==> src/rtl/momaddr_pkg.sv <==
package momaddr_pkg;
    localparam int MA_N_CAND   = 9;
    localparam int MA_N_SEL    = 3;
    localparam int MA_PHI_W    = 12;
    localparam int MA_D1_W     = 8;
    localparam int MA_D2_W     = 5;
    localparam int MA_D2_SHIFT = 2;
    localparam int MA_ETA_IN_W = 6;
    localparam int MA_ETA_W    = 4;
    localparam int MA_TYPE_W   = 3;
endpackage

==> src/rtl/momaddr_diff_sat.sv <==
module momaddr_diff_sat #(
    parameter int IN_W  = 12,
    parameter int OUT_W = 8,
    parameter int SHIFT = 0
) (
    input  logic [IN_W-1:0]  a_i,
    input  logic [IN_W-1:0]  b_i,
    output logic [OUT_W-1:0] y_o
);
    localparam logic signed [IN_W:0] MAX_S = {{(IN_W+2-OUT_W){1'b0}}, {(OUT_W-1){1'b1}}};
    localparam logic signed [IN_W:0] MIN_S = {{(IN_W+2-OUT_W){1'b1}}, {(OUT_W-1){1'b0}}};
    localparam logic [OUT_W-1:0]     Y_MAX = {1'b0, {(OUT_W-1){1'b1}}};
    localparam logic [OUT_W-1:0]     Y_MIN = {1'b1, {(OUT_W-1){1'b0}}};

    logic signed [IN_W:0] diff;
    logic signed [IN_W:0] scaled;

    always_comb begin
        diff   = $signed({1'b0, b_i}) - $signed({1'b0, a_i});
        scaled = diff >>> SHIFT;
        if (scaled > MAX_S) begin
            y_o = Y_MAX;
        end else if (scaled < MIN_S) begin
            y_o = Y_MIN;
        end else begin
            y_o = scaled[OUT_W-1:0];
        end
    end
endmodule

==> src/rtl/momaddr_cand.sv <==
module momaddr_cand #(
    parameter int PHI_W    = 12,
    parameter int D1_W     = 8,
    parameter int D2_W     = 5,
    parameter int D2_SHIFT = 2,
    parameter int ETA_IN_W = 6,
    parameter int ETA_W    = 4,
    parameter int TYPE_W   = 3,
    localparam int ADDR_W  = TYPE_W + ETA_W + D2_W + D1_W
) (
    input  logic [PHI_W-1:0]    phi1_i,
    input  logic [PHI_W-1:0]    phi2_i,
    input  logic [PHI_W-1:0]    phi3_i,
    input  logic                has3_i,
    input  logic [ETA_IN_W-1:0] eta_i,
    input  logic [TYPE_W-1:0]   type_i,
    output logic [ADDR_W-1:0]   addr_o
);
    logic [D1_W-1:0] d1;
    logic [D2_W-1:0] d2_raw;
    logic [D2_W-1:0] d2;

    momaddr_diff_sat #(.IN_W(PHI_W), .OUT_W(D1_W), .SHIFT(0)) u_d1 (
        .a_i(phi1_i), .b_i(phi2_i), .y_o(d1)
    );

    momaddr_diff_sat #(.IN_W(PHI_W), .OUT_W(D2_W), .SHIFT(D2_SHIFT)) u_d2 (
        .a_i(phi2_i), .b_i(phi3_i), .y_o(d2_raw)
    );

    always_comb begin
        d2     = has3_i ? d2_raw : '0;
        addr_o = {type_i, eta_i[ETA_IN_W-1 -: ETA_W], d2, d1};
    end
endmodule

==> src/rtl/momaddr_pick.sv <==
module momaddr_pick #(
    parameter int N_CAND = 9,
    parameter int N_SEL  = 3,
    parameter int ADDR_W = 20,
    localparam int IDX_W = $clog2(N_CAND)
) (
    input  logic [N_CAND*ADDR_W-1:0] cand_addr_i,
    input  logic [N_SEL*IDX_W-1:0]   idx_i,
    output logic [N_SEL*ADDR_W-1:0]  addr_o
);
    for (genvar s = 0; s < N_SEL; s++) begin : g_slot
        logic [IDX_W-1:0]  idx;
        logic [ADDR_W-1:0] pick;
        always_comb begin
            idx  = idx_i[s*IDX_W +: IDX_W];
            pick = '0;
            for (int c = 0; c < N_CAND; c++) begin
                if (idx == IDX_W'(c)) begin
                    pick = cand_addr_i[c*ADDR_W +: ADDR_W];
                end
            end
        end
        assign addr_o[s*ADDR_W +: ADDR_W] = pick;
    end
endmodule

==> src/rtl/momaddr_top.sv <==
module momaddr_top
    import momaddr_pkg::*;
#(
    parameter int N_CAND   = MA_N_CAND,
    parameter int N_SEL    = MA_N_SEL,
    parameter int PHI_W    = MA_PHI_W,
    parameter int D1_W     = MA_D1_W,
    parameter int D2_W     = MA_D2_W,
    parameter int D2_SHIFT = MA_D2_SHIFT,
    parameter int ETA_IN_W = MA_ETA_IN_W,
    parameter int ETA_W    = MA_ETA_W,
    parameter int TYPE_W   = MA_TYPE_W,
    localparam int ADDR_W  = TYPE_W + ETA_W + D2_W + D1_W,
    localparam int IDX_W   = $clog2(N_CAND)
) (
    input  logic                       clk,
    input  logic                       rst_n,
    input  logic                       sel_valid_i,
    input  logic [N_SEL*IDX_W-1:0]     sel_idx_i,
    input  logic [N_CAND*PHI_W-1:0]    phi1_i,
    input  logic [N_CAND*PHI_W-1:0]    phi2_i,
    input  logic [N_CAND*PHI_W-1:0]    phi3_i,
    input  logic [N_CAND-1:0]          has3_i,
    input  logic [N_CAND*ETA_IN_W-1:0] eta_i,
    input  logic [N_CAND*TYPE_W-1:0]   type_i,
    output logic [N_SEL*ADDR_W-1:0]    addr_o,
    output logic                       addr_valid_o
);
    typedef struct packed {
        logic                    valid;
        logic [N_SEL*ADDR_W-1:0] addr;
    } state_t;

    logic [N_CAND*ADDR_W-1:0] cand_addr;
    logic [N_SEL*ADDR_W-1:0]  sel_addr;
    state_t                   st_d, st_q;

    for (genvar c = 0; c < N_CAND; c++) begin : g_cand
        momaddr_cand #(
            .PHI_W(PHI_W), .D1_W(D1_W), .D2_W(D2_W), .D2_SHIFT(D2_SHIFT),
            .ETA_IN_W(ETA_IN_W), .ETA_W(ETA_W), .TYPE_W(TYPE_W)
        ) u_cand (
            .phi1_i (phi1_i[c*PHI_W +: PHI_W]),
            .phi2_i (phi2_i[c*PHI_W +: PHI_W]),
            .phi3_i (phi3_i[c*PHI_W +: PHI_W]),
            .has3_i (has3_i[c]),
            .eta_i  (eta_i[c*ETA_IN_W +: ETA_IN_W]),
            .type_i (type_i[c*TYPE_W +: TYPE_W]),
            .addr_o (cand_addr[c*ADDR_W +: ADDR_W])
        );
    end

    momaddr_pick #(.N_CAND(N_CAND), .N_SEL(N_SEL), .ADDR_W(ADDR_W)) u_pick (
        .cand_addr_i (cand_addr),
        .idx_i       (sel_idx_i),
        .addr_o      (sel_addr)
    );

    always_comb begin
        st_d       = st_q;
        st_d.valid = sel_valid_i;
        if (sel_valid_i) begin
            st_d.addr = sel_addr;
        end
    end

    always_ff @(posedge clk or negedge rst_n) begin
        if (!rst_n) begin
            st_q <= '0;
        end else begin
            st_q <= st_d;
        end
    end

    assign addr_o       = st_q.addr;
    assign addr_valid_o = st_q.valid;
endmodule

==> config.mk <==
export PLATFORM = sky130hd
export DESIGN_NAME = momaddr_top
export DESIGN_NICKNAME = d
export VERILOG_FILES = /design/src/rtl/momaddr_pkg.sv /design/src/rtl/momaddr_diff_sat.sv /design/src/rtl/momaddr_cand.sv /design/src/rtl/momaddr_pick.sv /design/src/rtl/momaddr_top.sv
export SDC_FILE = /design/constraint.sdc
export NUM_CORES = 1
export LEC_CHECK = 0
export BUFFER_PORTS_ARGS = -buffer_cell sky130_fd_sc_hd__buf_2
export CAP_MARGIN = 20
export CORE_ASPECT_RATIO = 1.75
export CORE_MARGIN = 8
export CORE_UTILIZATION = 30
export DETAILED_ROUTE_END_ITERATION = 16
export GPL_TIMING_DRIVEN = 0
export PLACE_DENSITY = 0.63
export SLEW_MARGIN = 5
export SYNTH_ARGS = -nofsm -noshare
export SYNTH_HDL_FRONTEND = slang
export SYNTH_SLANG_ARGS = --single-unit
==> constraint.sdc <==
create_clock -name clk -period 1.6 [get_ports clk]
set_clock_uncertainty 0.05 [all_clocks]
set_input_delay 0.32 -clock clk [delete_from_list [all_inputs] [get_ports clk]]
set_output_delay 0.32 -clock clk [all_outputs]
set_load 0.02 [all_outputs]
* Word level (Yosys, flattened, before mapping) *
Cells that the tools add are included.

cells by class
  add/subtract/negate cells = 18
  reductions and logical operators = 3
  equality and inequality tests = 24
  $lt $le $gt $ge = 36
  muxes and demuxes = 72

operators with widths
  cell                   number
  $mux W20               27
  $sub A12 B12 Y13       18
  $mux W8                18
  $mux W5                27
  $gt A13 B8 Y1 const B  9
  $lt A13 B8 Y1 const B  9
  $gt A11 B5 Y1 const B  9
  $lt A11 B5 Y1 const B  9
  $eq A4 B3 Y1 const B   12
  $eq A4 B2 Y1 const B   6
  $eq A4 B1 Y1 const B   3
  $eq A4 B4 Y1 const B   3
  $logic_not A4 Y1       3

storage, ports and cells
  output and inout port bits = 61
  register bits after elaboration = 61

* Depth between registers and ports, before layout *
Gate-level depths: netlist of the first run.

  depth after elaboration = 14
  gate-level depth with buffers = 16
  mapped depth without buffers = 15

* Cells and area by module *
A second synthesis of the first run with hierarchy kept.

unflattened totals
  cells, all modules = 2,752
  area total of the unflattened synthesis = 21,376.8 µm²

by module, submodules not included
  module                                         cells each  instances  sequential area each (µm²)  area an instance (µm²)
  momaddr_diff_sat at g_cand[0].u_cand.u_d2 ...  101         9          0.0                         689.4
  momaddr_pick                                   725         1          0.0                         5,327.6
  momaddr_diff_sat at g_cand[1].u_cand.u_d1 ...  98          7          0.0                         723.2
  momaddr_top                                    128         1          1,526.5                     2,558.7
  momaddr_diff_sat at g_cand[0].u_cand.u_d1 ...  98          2          0.0                         734.5
  momaddr_cand                                   12          9          0.0                         83.8

* Worst setup path after synthesis of the first run *
No wires, ideal clock.

  path kind = in2reg
  start point = input phi2_i[60]
  end point = register st_q (netlist bit addr_o[3])
  library setup time = 0.082 ns
  buffers on the path = 0
  data arrival time = 3.132 ns
  path slack = -1.664 ns
  stages on the path = 14
  cells stage by stage = inv_1 -> ha_1 -> inv_1 -> fa_1 -> a21oi_1 -> o21ai_1 -> o41ai_2 -> o221ai_1 -> o41ai_4 -> a21oi_2 -> a22oi_1 -> nand3_1 -> o22a_1 -> a31oi_1

on the way
  longest elaborated chain between the ends = 8
  elaborated cells on any way between the ends = 9

RTL lines
  item                     RTL line                text
  start: declaration       momaddr_top.sv:21       input logic [N_CAND*PHI_W-1:0] phi2_i,
  $sub A12 B12 Y13 *       momaddr_diff_sat.sv:19  diff = $signed({1'b0, b_i}) - $signed({1'b0, a_i});
  $lt A13 B8 Y1            momaddr_diff_sat.sv:23  end else if (scaled < MIN_S) begin
  $mux W8                  momaddr_diff_sat.sv:23
  $mux W8 *                momaddr_diff_sat.sv:21  if (scaled > MAX_S) begin
  $mux W20 * (4 in a row)  momaddr_pick.sv:18      if (idx == IDX_W'(c)) begin
  end signal: assignment   momaddr_top.sv:71       st_q <= st_d;
  end: declaration         momaddr_top.sv:36       state_t st_d, st_q;

Every way passes the cells marked *; elsewhere a longest branch is shown, timed or not.
A chain may end at the register's enable or synchronous reset.

* Worst setup path after layout of the first run *
  start point = input phi1_i[63]
  end point = register st_q (netlist bit addr_o[3])

on the way
  longest elaborated chain between the ends = 8
  elaborated cells on any way between the ends = 9

RTL lines
  item                     RTL line                text
  start: declaration       momaddr_top.sv:20       input logic [N_CAND*PHI_W-1:0] phi1_i,
  $sub A12 B12 Y13 *       momaddr_diff_sat.sv:19
  $lt A13 B8 Y1            momaddr_diff_sat.sv:23
  $mux W8                  momaddr_diff_sat.sv:23
  $mux W8 *                momaddr_diff_sat.sv:21
  $mux W20 * (4 in a row)  momaddr_pick.sv:18

Marked as above.

==> metrics.sh, run 1 <==
MAX_SLEW_MARGIN_PCT=40.5
SWITCHINGPOWER_W=0.00861
DETAILROUTE.VIA_COUNT=24492
SYNTH_WARNINGS=0
GRT.TOTAL_USAGE_PCT=29.3
SYNTHESIS.NETS=3228
POST_CTS_HOLD_BUFFER_COUNT=0
DRC=0
SETUP.WORST_PATH.START='phi1_i[63]'
MAXCAPVIOLATIONS=0
WORSTSETUPPATHTYPE='input pin to flop'
NUMBER_OF_SYNTHESIZED_FLOPS_WITH_AN_ENABLE_PIN=0
GRT_SETUP_UNREPAIRED='yes'
DRIVE_ABOVE_1_SHARE_PCT=44.9
SYNTH_COMPOUND_GATE_AREA_SHARE_PCT=39.4
FIRST_PASS_ITERS=8
SEQ_POWER_SHARE_PCT=11.2
POWER.SHARE.COMBINATIONAL_PCT=77.5
CRIT_TOP_CELL='sky130_fd_sc_hd__o41ai_4'
LAYOUT.FILLER_CELLS=5866
DIE-AREA_SQ_UM=68100
NUM-NETS-FINAL=3950
TNS_NS=-55.66
GLOBALROUTEOVERFLOWTOTAL=0
GLOBALPLACE.CONGESTION=1.03
DIEHEIGHT_UM=339
ANTENNA_VIOLATING_NETS_POST_ROUTE=0
CTS.PATH.MAX_BUFFERS=2
TRITONCTS_NUM_SINKS=61
WORST-PATH-STAGES=16
GRT_PASS1_VIAS=24689
ROUTED_WIRE_LENGTH_PER_INSTANCE_UM=26.1
TIMING.CRITICAL_PATH.TO='addr_o[3]$_DFFE_PN0P_'
MULTI_INPUT_COMB_AREA_SQ_UM=19600
HP-CLASS='input pin to asynchronous set/reset pin'
MAX_STAGE_DELAY_ON_CRIT_PATH_NS=0.52
IR_WORST_VDD_V=0.000457
NUMCTSBUFFERS=9
FIRST_ITER_VIOLATIONS=1842
DRV_SLEW=0
CTS_TREE='yes'
POST_SYNTH_INST_COUNT=2583
TIMING.FINAL.HOLD_VIOLATIONS=0
FINALWIRELENGTH_UM=107000
CHIPWIDTH_UM=201
SYNTHESIS.AREA_PER_INSTANCE_SQ_UM=6.94
COREAREA_SQ_UM=59200
CP-START-KIND='input pin'
LAYOUT_COMMONEST_CELL='sky130_fd_sc_hd__buf_2'
TIGHTEST_SLEW_NS=0.890
YOSYS.AREA_SHARE.SIMPLE_PCT=20.3
FLOW.AREA_GROWTH_FROM_SYNTHESIS_PCT=61.9
REG2REG_SETUP_SLACK_NS=0.56
WORST_REG2REG_PATH_LENGTH_IN_CELLS=4
CRITICAL_PATH_BUF_INV_COUNT=4
VIOLATIONS='setup timing'
YOSYS_MOST_USED_DFF='sky130_fd_sc_hd__dfrtp_1'
TIMING.CRITICAL_PATH.CELLS='buf_2, inv_1, ha_1, nand2_1, o21ai_4, o41ai_4, buf_4, o31ai_2, o221ai_4, o41ai_4, a21oi_4, buf_6, a22oi_2, nand3_1, o22a_1, a31oi_1'
CRIT_PATH_MAX_FANOUT=4
ARRIVAL_NS=3.43
SYNTH_SEQUENTIAL_AREA_RATIO_PCT=8.52
REGISTER_AREA_SQ_UM=1530
AVGVIACOUNTPERCELL=5.97
RUN_STATUS='finished, violations left'
NETLIST_AREA_BEFORE_PLACEMENT_SQ_UM=17900
CLK-INSERTION-DELAY-LATE_NS=0.35
REG2REG_TO='addr_o[9]$_DFFE_PN0P_'
WORST_PATH_MAX_DELAY_CELL='sky130_fd_sc_hd__o41ai_4'
WORSTREG2REGSTART='addr_o[9]$_DFFE_PN0P_'
DETAILED_PLACE_HPWL_UM=86100
CRIT_FAMILY='compound AO/OA/AOI/OAI gates'
P_INT_W=0.00833
SYNTH.DISTINCT_CELLS=102
SYNTHXORXNORAREAFRAC_PCT=6.74
SYNTHADDERAREAFRAC_PCT=15.5
PLACE.DETAILED.INSTANCES=3823
START_UTIL_PCT=30.3
TIMING.FMAX_MHz=312
STDCELL_COUNT=4103
POWER_FRAC_CLOCK_PCT=11.3
BOUNDARYPINS=490
ANTENNA_FOUND_INITIAL=16
CTS_HTREE_LEVELS=3
CLK_PIN_SLEW_WORST_PATHS_NS=0.06
PIN_COUNT_OF_THE_BIGGEST_NET_ENTERING_GLOBAL_ROUTING=62
END_KIND='flop'
POWER-PER-CELL-AREA_nW_PER_UM2=584
LAYOUT_COMMON_CELLS='sky130_fd_sc_hd__buf_2, sky130_fd_sc_hd__inv_1, sky130_fd_sc_hd__buf_4'
SWSHARE_PCT=50.8
POSTSYNTH.ASYNCRESETSHARE_PCT=100
WIRE_LENGTH_OF_THE_FIRST_GLOBAL_ROUTING_PASS_UM=154000
POSTLAYOUTSETUPSLACKWORST_NS=-1.60
P_LEAK_nW=12.5
LAYOUT_MIN_CYCLE_TIME_NS=3.20
SETUP_VIOL=51
SYNTH_TOP_FAMILY_BY_AREA='compound AO/OA/AOI/OAI gates'
PLACE.PORT_BUFFERS=459
RATIO_OF_FINAL_MINIMUM_PERIOD_TO_CLOCK_PERIOD_PCT=200
CTS_ROOT_BUF='sky130_fd_sc_hd__clkbuf_16'
MULTIPLEXER_FRACTION_OF_THE_SYNTHESIZED_CELL_AREA_PCT=1.95
FLOORPLAN.ROWS=118
REQUIRED_TIME_AT_THE_WORST_SLACK_ENDPOINT_NS=1.83
FIN_UTIL_PCT=49.0
SYNTH_SEQ_CELLS=61
[stage by stage]
step | worst slack, ns | power, W | cell area, sq um | hold slack [ns]
5_1_grt | -1.72 | 0.0177 | 29000 | 0.0626
3_3_place_gp | -2.97 | 0.0114 | 22600 | 0.428
2_1_floorplan | -1.54 | 0.00805 | 19400 | -0.0256
3_5_place_dp | -2.97 | 0.0114 | 22600 | 0.402
4_1_cts | -1.61 | 0.0154 | 26800 | 0.0303
6_report | -1.60 | 0.0169 | 29000 | 0.00370
[power groups by stage]
stage	Combinational [W]	Sequential, W	Clock, W
finish	0.0131	0.00190	0.00192
global route	0.0139	0.00192	0.00197
CTS	0.0116	0.00189	0.00191
detailed placement	0.00951	0.00192	0
global placement	0.00947	0.00190	0
floorplan	0.00589	0.00216	0
[cell families (layout without fill, tap and decap cells)]
| kind of cell | Yosys count | count (layout) |
|---|---|---|
| other | 0 | 13 |
| adders and majority gates | 217 | 217 |
| xor gates and xnor gates | 137 | 137 |
| DFF | 61 | 61 |
| muxes | 34 | 34 |
| AOI/OAI and AO/OA | 1009 | 1009 |
| and+or+nand+nor | 765 | 765 |
| buffers and inverters | 360 | 1087 |
[flip-flops by register name, indices dropped and copies added, names as in the netlist]
| register | flops |
|---|---|
| addr_valid_o | 1 |
| addr_o | 60 |
[what timing repair did]
item,CTS,global route
gates resized for setup,557,341
endpoints found under the setup margin,60,60
cloned,1,2
buffers inserted,165,103
hold endpoints to repair,0,0
pin swaps,242,251
[worst register-to-register path, delay by kind of cell, from the launching register on]
family | cells | cell delay [ns]
AO/OA/AOI/OAI | 2 | 0.26
AND/OR/NAND/NOR | 2 | 0.22
flip-flops | 1 | 0.39
[metal layers]
layer	vias up	share of wire (%)	wire length, um	global-route usage, %
met1	11510	33	35600	28.6
met3	516	7.7	8230	6.72
met2	1322	49	52700	52.5
met4	6	9.9	10600	24.0
li1	11138	-	-	-
met5	-	0.035	38	0
[synthesized netlist by cell type (10+ instances only)]
library cell / n / area share [%]
sky130_fd_sc_hd__and2_1: 19 / 0.66
sky130_fd_sc_hd__o21a_1: 60 / 2.5
sky130_fd_sc_hd__nand3_1: 64 / 1.8
sky130_fd_sc_hd__and3_1: 12 / 0.42
sky130_fd_sc_hd__nor4_1: 21 / 0.73
sky130_fd_sc_hd__a222oi_1: 18 / 1.0
sky130_fd_sc_hd__a21oi_1: 230 / 6.4
sky130_fd_sc_hd__o21ai_1: 17 / 0.47
sky130_fd_sc_hd__nand2_1: 196 / 4.1
sky130_fd_sc_hd__nand2b_1: 46 / 1.6
sky130_fd_sc_hd__o22ai_1: 36 / 1.3
sky130_fd_sc_hd__or2_2: 14 / 0.49
sky130_fd_sc_hd__o221ai_1: 23 / 1.1
sky130_fd_sc_hd__a41oi_1: 13 / 0.64
sky130_fd_sc_hd__clkbuf_1: 69 / 1.4
sky130_fd_sc_hd__xnor2_1: 79 / 3.9
sky130_fd_sc_hd__o2111ai_1: 10 / 0.49
sky130_fd_sc_hd__a31oi_1: 42 / 1.5
sky130_fd_sc_hd__nand3b_1: 13 / 0.54
sky130_fd_sc_hd__o31ai_1: 17 / 0.71
sky130_fd_sc_hd__o31a_1: 13 / 0.64
sky130_fd_sc_hd__o211ai_1: 28 / 1.2
sky130_fd_sc_hd__nor3_1: 54 / 1.5
sky130_fd_sc_hd__a31o_2: 15 / 0.73
sky130_fd_sc_hd__a221oi_1: 26 / 1.3
sky130_fd_sc_hd__inv_1: 281 / 5.9
sky130_fd_sc_hd__o21ai_0: 197 / 5.5
sky130_fd_sc_hd__or3_1: 18 / 0.63
sky130_fd_sc_hd__ha_1: 207 / 14
sky130_fd_sc_hd__a21o_1: 32 / 1.3
sky130_fd_sc_hd__dfrtp_1: 61 / 8.5
sky130_fd_sc_hd__mux2i_1: 26 / 1.5
sky130_fd_sc_hd__a211oi_1: 50 / 2.1
sky130_fd_sc_hd__nor2b_1: 30 / 1.0
sky130_fd_sc_hd__nor2_1: 234 / 4.9
sky130_fd_sc_hd__a22oi_1: 28 / 1.2
sky130_fd_sc_hd__xor2_1: 57 / 2.8
sky130_fd_sc_hd__nand4_1: 18 / 0.63
[how the worst min path moves through the flow]
stage	cells after the start	slack (ns)	to
2_1_floorplan	0	-0.03	addr_o[0]$_DFFE_PN0P_
3_3_place_gp	1	0.43	addr_valid_o$_DFF_PN0_
3_5_place_dp	1	0.40	addr_o[35]$_DFFE_PN0P_
4_1_cts	1	0.03	addr_o[34]$_DFFE_PN0P_
5_1_grt	1	0.06	addr_o[14]$_DFFE_PN0P_
6_report	1	0.004	addr_o[35]$_DFFE_PN0P_
[cell type report]
class                      instances  area share [%]
multi-input combinational       2162            67.4
timing repair buffer             720            16.6
sequential                        61            5.26
inverter                         283            4.00
tap                              780            3.36
buffer                            68            2.25
clock buffer                      13           0.897
antenna                           13           0.112
clock inverter                     3          0.0690
(Power assumes the default switching activity.)
==> run 2: changes to the inputs <==
CORE_UTILIZATION = 49   (was 30)
PLACE_DENSITY = 0.87   (was 0.63)
==> run 2 against run 1 <==
The flow now stops in 5_1_grt. Area after synthesis unchanged. Synthesized cell count unchanged.
==> metrics.sh, run 2 <==
PIN_COUNT_OF_THE_BIGGEST_NET_ENTERING_GLOBAL_ROUTING=62
SYNTH_TOP_AREA_CELL='sky130_fd_sc_hd__ha_1'
DIEHEIGHT_UM=269
CTS.PATH.MAX_BUFFERS=2
NUMBER_OF_SYNTHESIZED_FLOPS_WITH_AN_ENABLE_PIN=0
FLOORPLAN.ROWS=92
STOP_STAGE='5_1_grt'
DP_SLACK_NS=-2.56
SYNTHTOPCELLSBYAREA='sky130_fd_sc_hd__ha_1, sky130_fd_sc_hd__dfrtp_1, sky130_fd_sc_hd__a21oi_1, sky130_fd_sc_hd__inv_1, sky130_fd_sc_hd__o21ai_0'
CTS_HTREE_LEVELS=3
BOUNDARYPINS=490
GRT_WORST_SETUP_ENDPOINT='addr_o[3]$_DFFE_PN0P_/D'
PLACE.PORT_BUFFERS=459
POSTSYNTH.ASYNCRESETSHARE_PCT=100
GLOBALPLACE.CONGESTION=1.04
NUMCTSBUFFERS=9
SYNTHESIS.AREA_PER_INSTANCE_SQ_UM=6.94
CHIPWIDTH_UM=161
POST_SYNTH_INST_COUNT=2583
POST-SYNTH-TOP-AREA-FRACTION_PCT=14.4
START_UTIL_PCT=49.7
CTS_ROOT_BUF='sky130_fd_sc_hd__clkbuf_16'
SYNTHMOSTINSTANTIATEDCELL='sky130_fd_sc_hd__inv_1'
GRT.TOTAL_USAGE_PCT=59.1
RUN_ERROR='[ERROR GRT-0232] Routing congestion too high. Check the congestion heatmap in the GUI.'
SYNTH_SEQ_CELLS=61
NETLIST_AREA_BEFORE_PLACEMENT_SQ_UM=17900
SYNTH_WARNINGS=0
RUN_STATUS='aborted with a tool error'
SYNTHESIS.NETS=3228
GLOBALROUTEOVERFLOWTOTAL=33
YOSYS-TOP-CELLS-COUNT='sky130_fd_sc_hd__inv_1, sky130_fd_sc_hd__nor2_1, sky130_fd_sc_hd__a21oi_1, sky130_fd_sc_hd__ha_1, sky130_fd_sc_hd__o21ai_0'
YOSYS_MOST_USED_DFF='sky130_fd_sc_hd__dfrtp_1'
TIMING.WORST_ENDPOINT.KIND='register input'
TRITONCTS_NUM_SINKS=61
SYNTH.DISTINCT_CELLS=102
DETAILED_PLACE_HPWL_UM=81800
SYNTH_SEQUENTIAL_AREA_RATIO_PCT=8.52
## run 2: cell counts after synthesis
Identical to the previous run, type by type.
## run 2: routing by layer
metal | GRT usage [%] | overflow
met5 | 1.36 | 0
met4 | 67.2 | 12
met2 | 88.1 | 18
met3 | 30.1 | 1
met1 | 55.0 | 2
## run 2: logic make-up after synthesis
family | Yosys count | share of synthesized area [%]
compound gates | 1009 | 39.4
xor+xnor | 137 | 6.74
flops | 61 | 8.52
fa+ha+maj | 217 | 15.5
mux | 34 | 1.95
simple gates | 765 | 20.3
buf+inv | 360 | 7.57
## run 2: stage by stage
step,std cells,hold WS [ns],instance area (sq um),setup TNS [ns]
2_1_floorplan,2583,-0.0256,19400,-49.22
3_3_place_gp,3512,0.417,22200,-101.46
3_5_place_dp,3514,0.395,22300,-101.87
4_1_cts,3685,0.0252,26200,-54.17
## run 2: what timing repair did
item	CTS
hold buffers	0
cloned	3
buffers inserted	155
pin swaps	216
resized for setup	529
setup endpoints to repair	60
==> run 3: changes to the inputs <==
CORE_ASPECT_RATIO = not set   (was 1.75)
CORE_UTILIZATION = 34   (was 49)
PLACE_DENSITY = not set   (was 0.87)
PLACE_DENSITY_LB_ADDON = 0.15   (was not set)
==> run 3 against run 2 <==
The flow now finishes, with violations (setup timing).
==> metrics.sh, run 3 (synthesis gave the netlist of run 1 again) <==
RUN_STATUS='finished, violations left'
VIOLATIONS='setup timing'
SWITCHINGPOWER_W=0.00851
SETUP_VIOL=44
TIMING.FMAX_MHz=317
BOUNDARYPINS=490
LAYOUT_MIN_CYCLE_TIME_NS=3.15
STDCELL_COUNT=3977
CHIPWIDTH_UM=246
END_KIND='flop'
CTS_HTREE_LEVELS=3
DETAILED_PLACE_HPWL_UM=84900
POWER_FRAC_CLOCK_PCT=11.8
MAX_SLEW_MARGIN_PCT=34.8
NUMBER_OF_FLIP_FLOPS_UNDER_THE_LARGEST_REGISTER_NAME=60
FINALWIRELENGTH_UM=106000
ANTENNA_FOUND_INITIAL=5
GLOBALROUTEOVERFLOWTOTAL=0
LAYOUT_COMMON_CELLS='sky130_fd_sc_hd__buf_2, sky130_fd_sc_hd__inv_1, sky130_fd_sc_hd__nor2_1'
MAXCAPVIOLATIONS=0
GLOBALPLACE.CONGESTION=1.03
P_LEAK_nW=12.3
GRT_PASS1_VIAS=24167
NUMCTSBUFFERS=9
IR_WORST_VDD_V=0.000540
DRV_SLEW=0
GRT_SETUP_UNREPAIRED='yes'
GRT.TOTAL_USAGE_PCT=32.3
START_UTIL_PCT=34.2
CTS_ROOT_BUF='sky130_fd_sc_hd__clkbuf_16'
PLACE.DETAILED.INSTANCES=3731
REQUIRED_TIME_AT_THE_WORST_SLACK_ENDPOINT_NS=1.85
CLK-INSERTION-DELAY-LATE_NS=0.35
DIEHEIGHT_UM=246
RATIO_OF_FINAL_MINIMUM_PERIOD_TO_CLOCK_PERIOD_PCT=197
DRC=0
DETAILROUTE.VIA_COUNT=24462
HP-CLASS='input pin to flop'
POST-ROUTE-CELL-AREA_SQ_UM=28600
WORSTSETUPPATHTYPE='input pin to flop'
DIE-AREA_SQ_UM=60300
CRIT_PATH_MAX_FANOUT=5
FINALPOWER_W=0.0166
CTS.PATH.MAX_BUFFERS=2
TIMING.FINAL.HOLD_VIOLATIONS=0
POST_DP_CELL_AREA_SQ_UM=22600
FIRST_PASS_ITERS=6
P_INT_W=0.00808
FLOW.AREA_GROWTH_FROM_SYNTHESIS_PCT=59.5
LAYOUT_COMMONEST_CELL='sky130_fd_sc_hd__buf_2'
CLK_PIN_SLEW_WORST_PATHS_NS=0.07
WIRE_LENGTH_OF_THE_FIRST_GLOBAL_ROUTING_PASS_UM=151000
ARRIVAL_NS=3.40
CTS_TREE='yes'
SWSHARE_PCT=51.3
POSTLAYOUTSETUPSLACKWORST_NS=-1.55
SEQ_POWER_SHARE_PCT=11.5
DP_SLACK_NS=-2.94
CP-START-KIND='input pin'
POWER.SHARE.COMBINATIONAL_PCT=76.7
COREAREA_SQ_UM=52300
ROUTED_WIRE_LENGTH_PER_INSTANCE_UM=26.5
TIGHTEST_SLEW_NS=0.974
AVGVIACOUNTPERCELL=6.15
TRITONCTS_NUM_SINKS=61
POWER-PER-CELL-AREA_nW_PER_UM2=580
LAYOUT.FILLER_CELLS=5008
FLOORPLAN.ROWS=84
ANTENNA_VIOLATING_NETS_POST_ROUTE=0
PIN_COUNT_OF_THE_BIGGEST_NET_ENTERING_GLOBAL_ROUTING=50
FIRST_ITER_VIOLATIONS=2098
NUM-NETS-FINAL=3924
FIN_UTIL_PCT=54.6
DRIVE_ABOVE_1_SHARE_PCT=43.8
PLACE.PORT_BUFFERS=459
-- run 3: through the flow --
stage / setup TNS, ns / hold WS (ns)
global placement: -128.39 / 0.427
finish: -54.96 / 0.0836
floorplan: -49.22 / -0.0256
CTS: -54.49 / 0.0748
detailed placement: -114.78 / 0.137
global route: -58.66 / 0.0850
-- run 3: cell type report --
class	instances	area, sq um	area share (%)
Clock inverter	7	51.3	0.179
Timing Repair Buffer	692	4610	16.1
Tap cell	688	861	3.01
Clock buffer	9	225	0.788
Buffer	70	743	2.60
Inverter	283	1180	4.13
Antenna cell	5	12.5	0.0438
Sequential cell	61	1530	5.34
Multi-Input combinational cell	2162	19400	67.8
-- run 3: path summary, 6_finish.rpt --
| kind | from | endpoint | slack, ns | depth (start not counted) |
|---|---|---|---|---|
| worst max register to register | addr_o[9]$_DFFE_PN0P_ | addr_o[9]$_DFFE_PN0P_ | 0.45 | 4 |
| worst min-delay path | sel_valid_i | addr_valid_o$_DFF_PN0_ | 0.08 | 1 |
| worst min register to register | addr_o[23]$_DFFE_PN0P_ | addr_o[23]$_DFFE_PN0P_ | 0.45 | 2 |
| max in group asynchronous | rst_n | addr_o[27]$_DFFE_PN0P_ | 0.62 | 3 |
| min in group asynchronous | rst_n | addr_o[19]$_DFFE_PN0P_ | 0.29 | 2 |
| worst max-delay path | phi1_i[2] | addr_o[2]$_DFFE_PN0P_ | -1.55 | 15 |
-- run 3: power groups by stage --
stage | registers [W] | logic, W | clock network [W]
after CTS | 0.00190 | 0.0112 | 0.00193
after floorplan | 0.00216 | 0.00589 | 0
final | 0.00191 | 0.0127 | 0.00195
after detailed placement | 0.00193 | 0.00941 | 0
after global placement | 0.00192 | 0.00930 | 0
after global routing | 0.00193 | 0.0135 | 0.00199
-- run 3: metal layers --
| layer | GRT usage, % | share of wire [%] | vias up | wire, um |
|---|---|---|---|---|
| li1 | - | - | 11087 | - |
| met1 | 39.3 | 39 | 11776 | 41200 |
| met2 | 53.7 | 47 | 1283 | 49200 |
| met3 | 7.91 | 9.4 | 312 | 9880 |
| met4 | 13.6 | 5.0 | 4 | 5250 |
| met5 | 0 | 0.027 | - | 28 |
-- run 3: what timing repair did --
action | in CTS | in global routing
setup buffers | 140 | 92
endpoints found under the setup margin | 60 | 60
hold endpoints to repair | 12 | 0
gates cloned | 1 | 0
pin swaps | 195 | 236
hold buffers | 1 | 0
resized for setup | 467 | 378
-- run 3: worst max-delay path: stages --
cell                      delay (ns)
sky130_fd_sc_hd__buf_2          0.10
sky130_fd_sc_hd__inv_2          0.06
sky130_fd_sc_hd__ha_4           0.21
sky130_fd_sc_hd__nor2b_2        0.17
sky130_fd_sc_hd__o31a_1         0.36
sky130_fd_sc_hd__o41ai_4        0.38
sky130_fd_sc_hd__xnor2_1        0.18
sky130_fd_sc_hd__nand3_1        0.09
sky130_fd_sc_hd__o31a_1         0.30
sky130_fd_sc_hd__buf_6          0.14
sky130_fd_sc_hd__o31a_1         0.30
sky130_fd_sc_hd__mux2i_1        0.22
sky130_fd_sc_hd__o22ai_1        0.12
sky130_fd_sc_hd__o21ai_2        0.23
sky130_fd_sc_hd__a31o_2         0.20
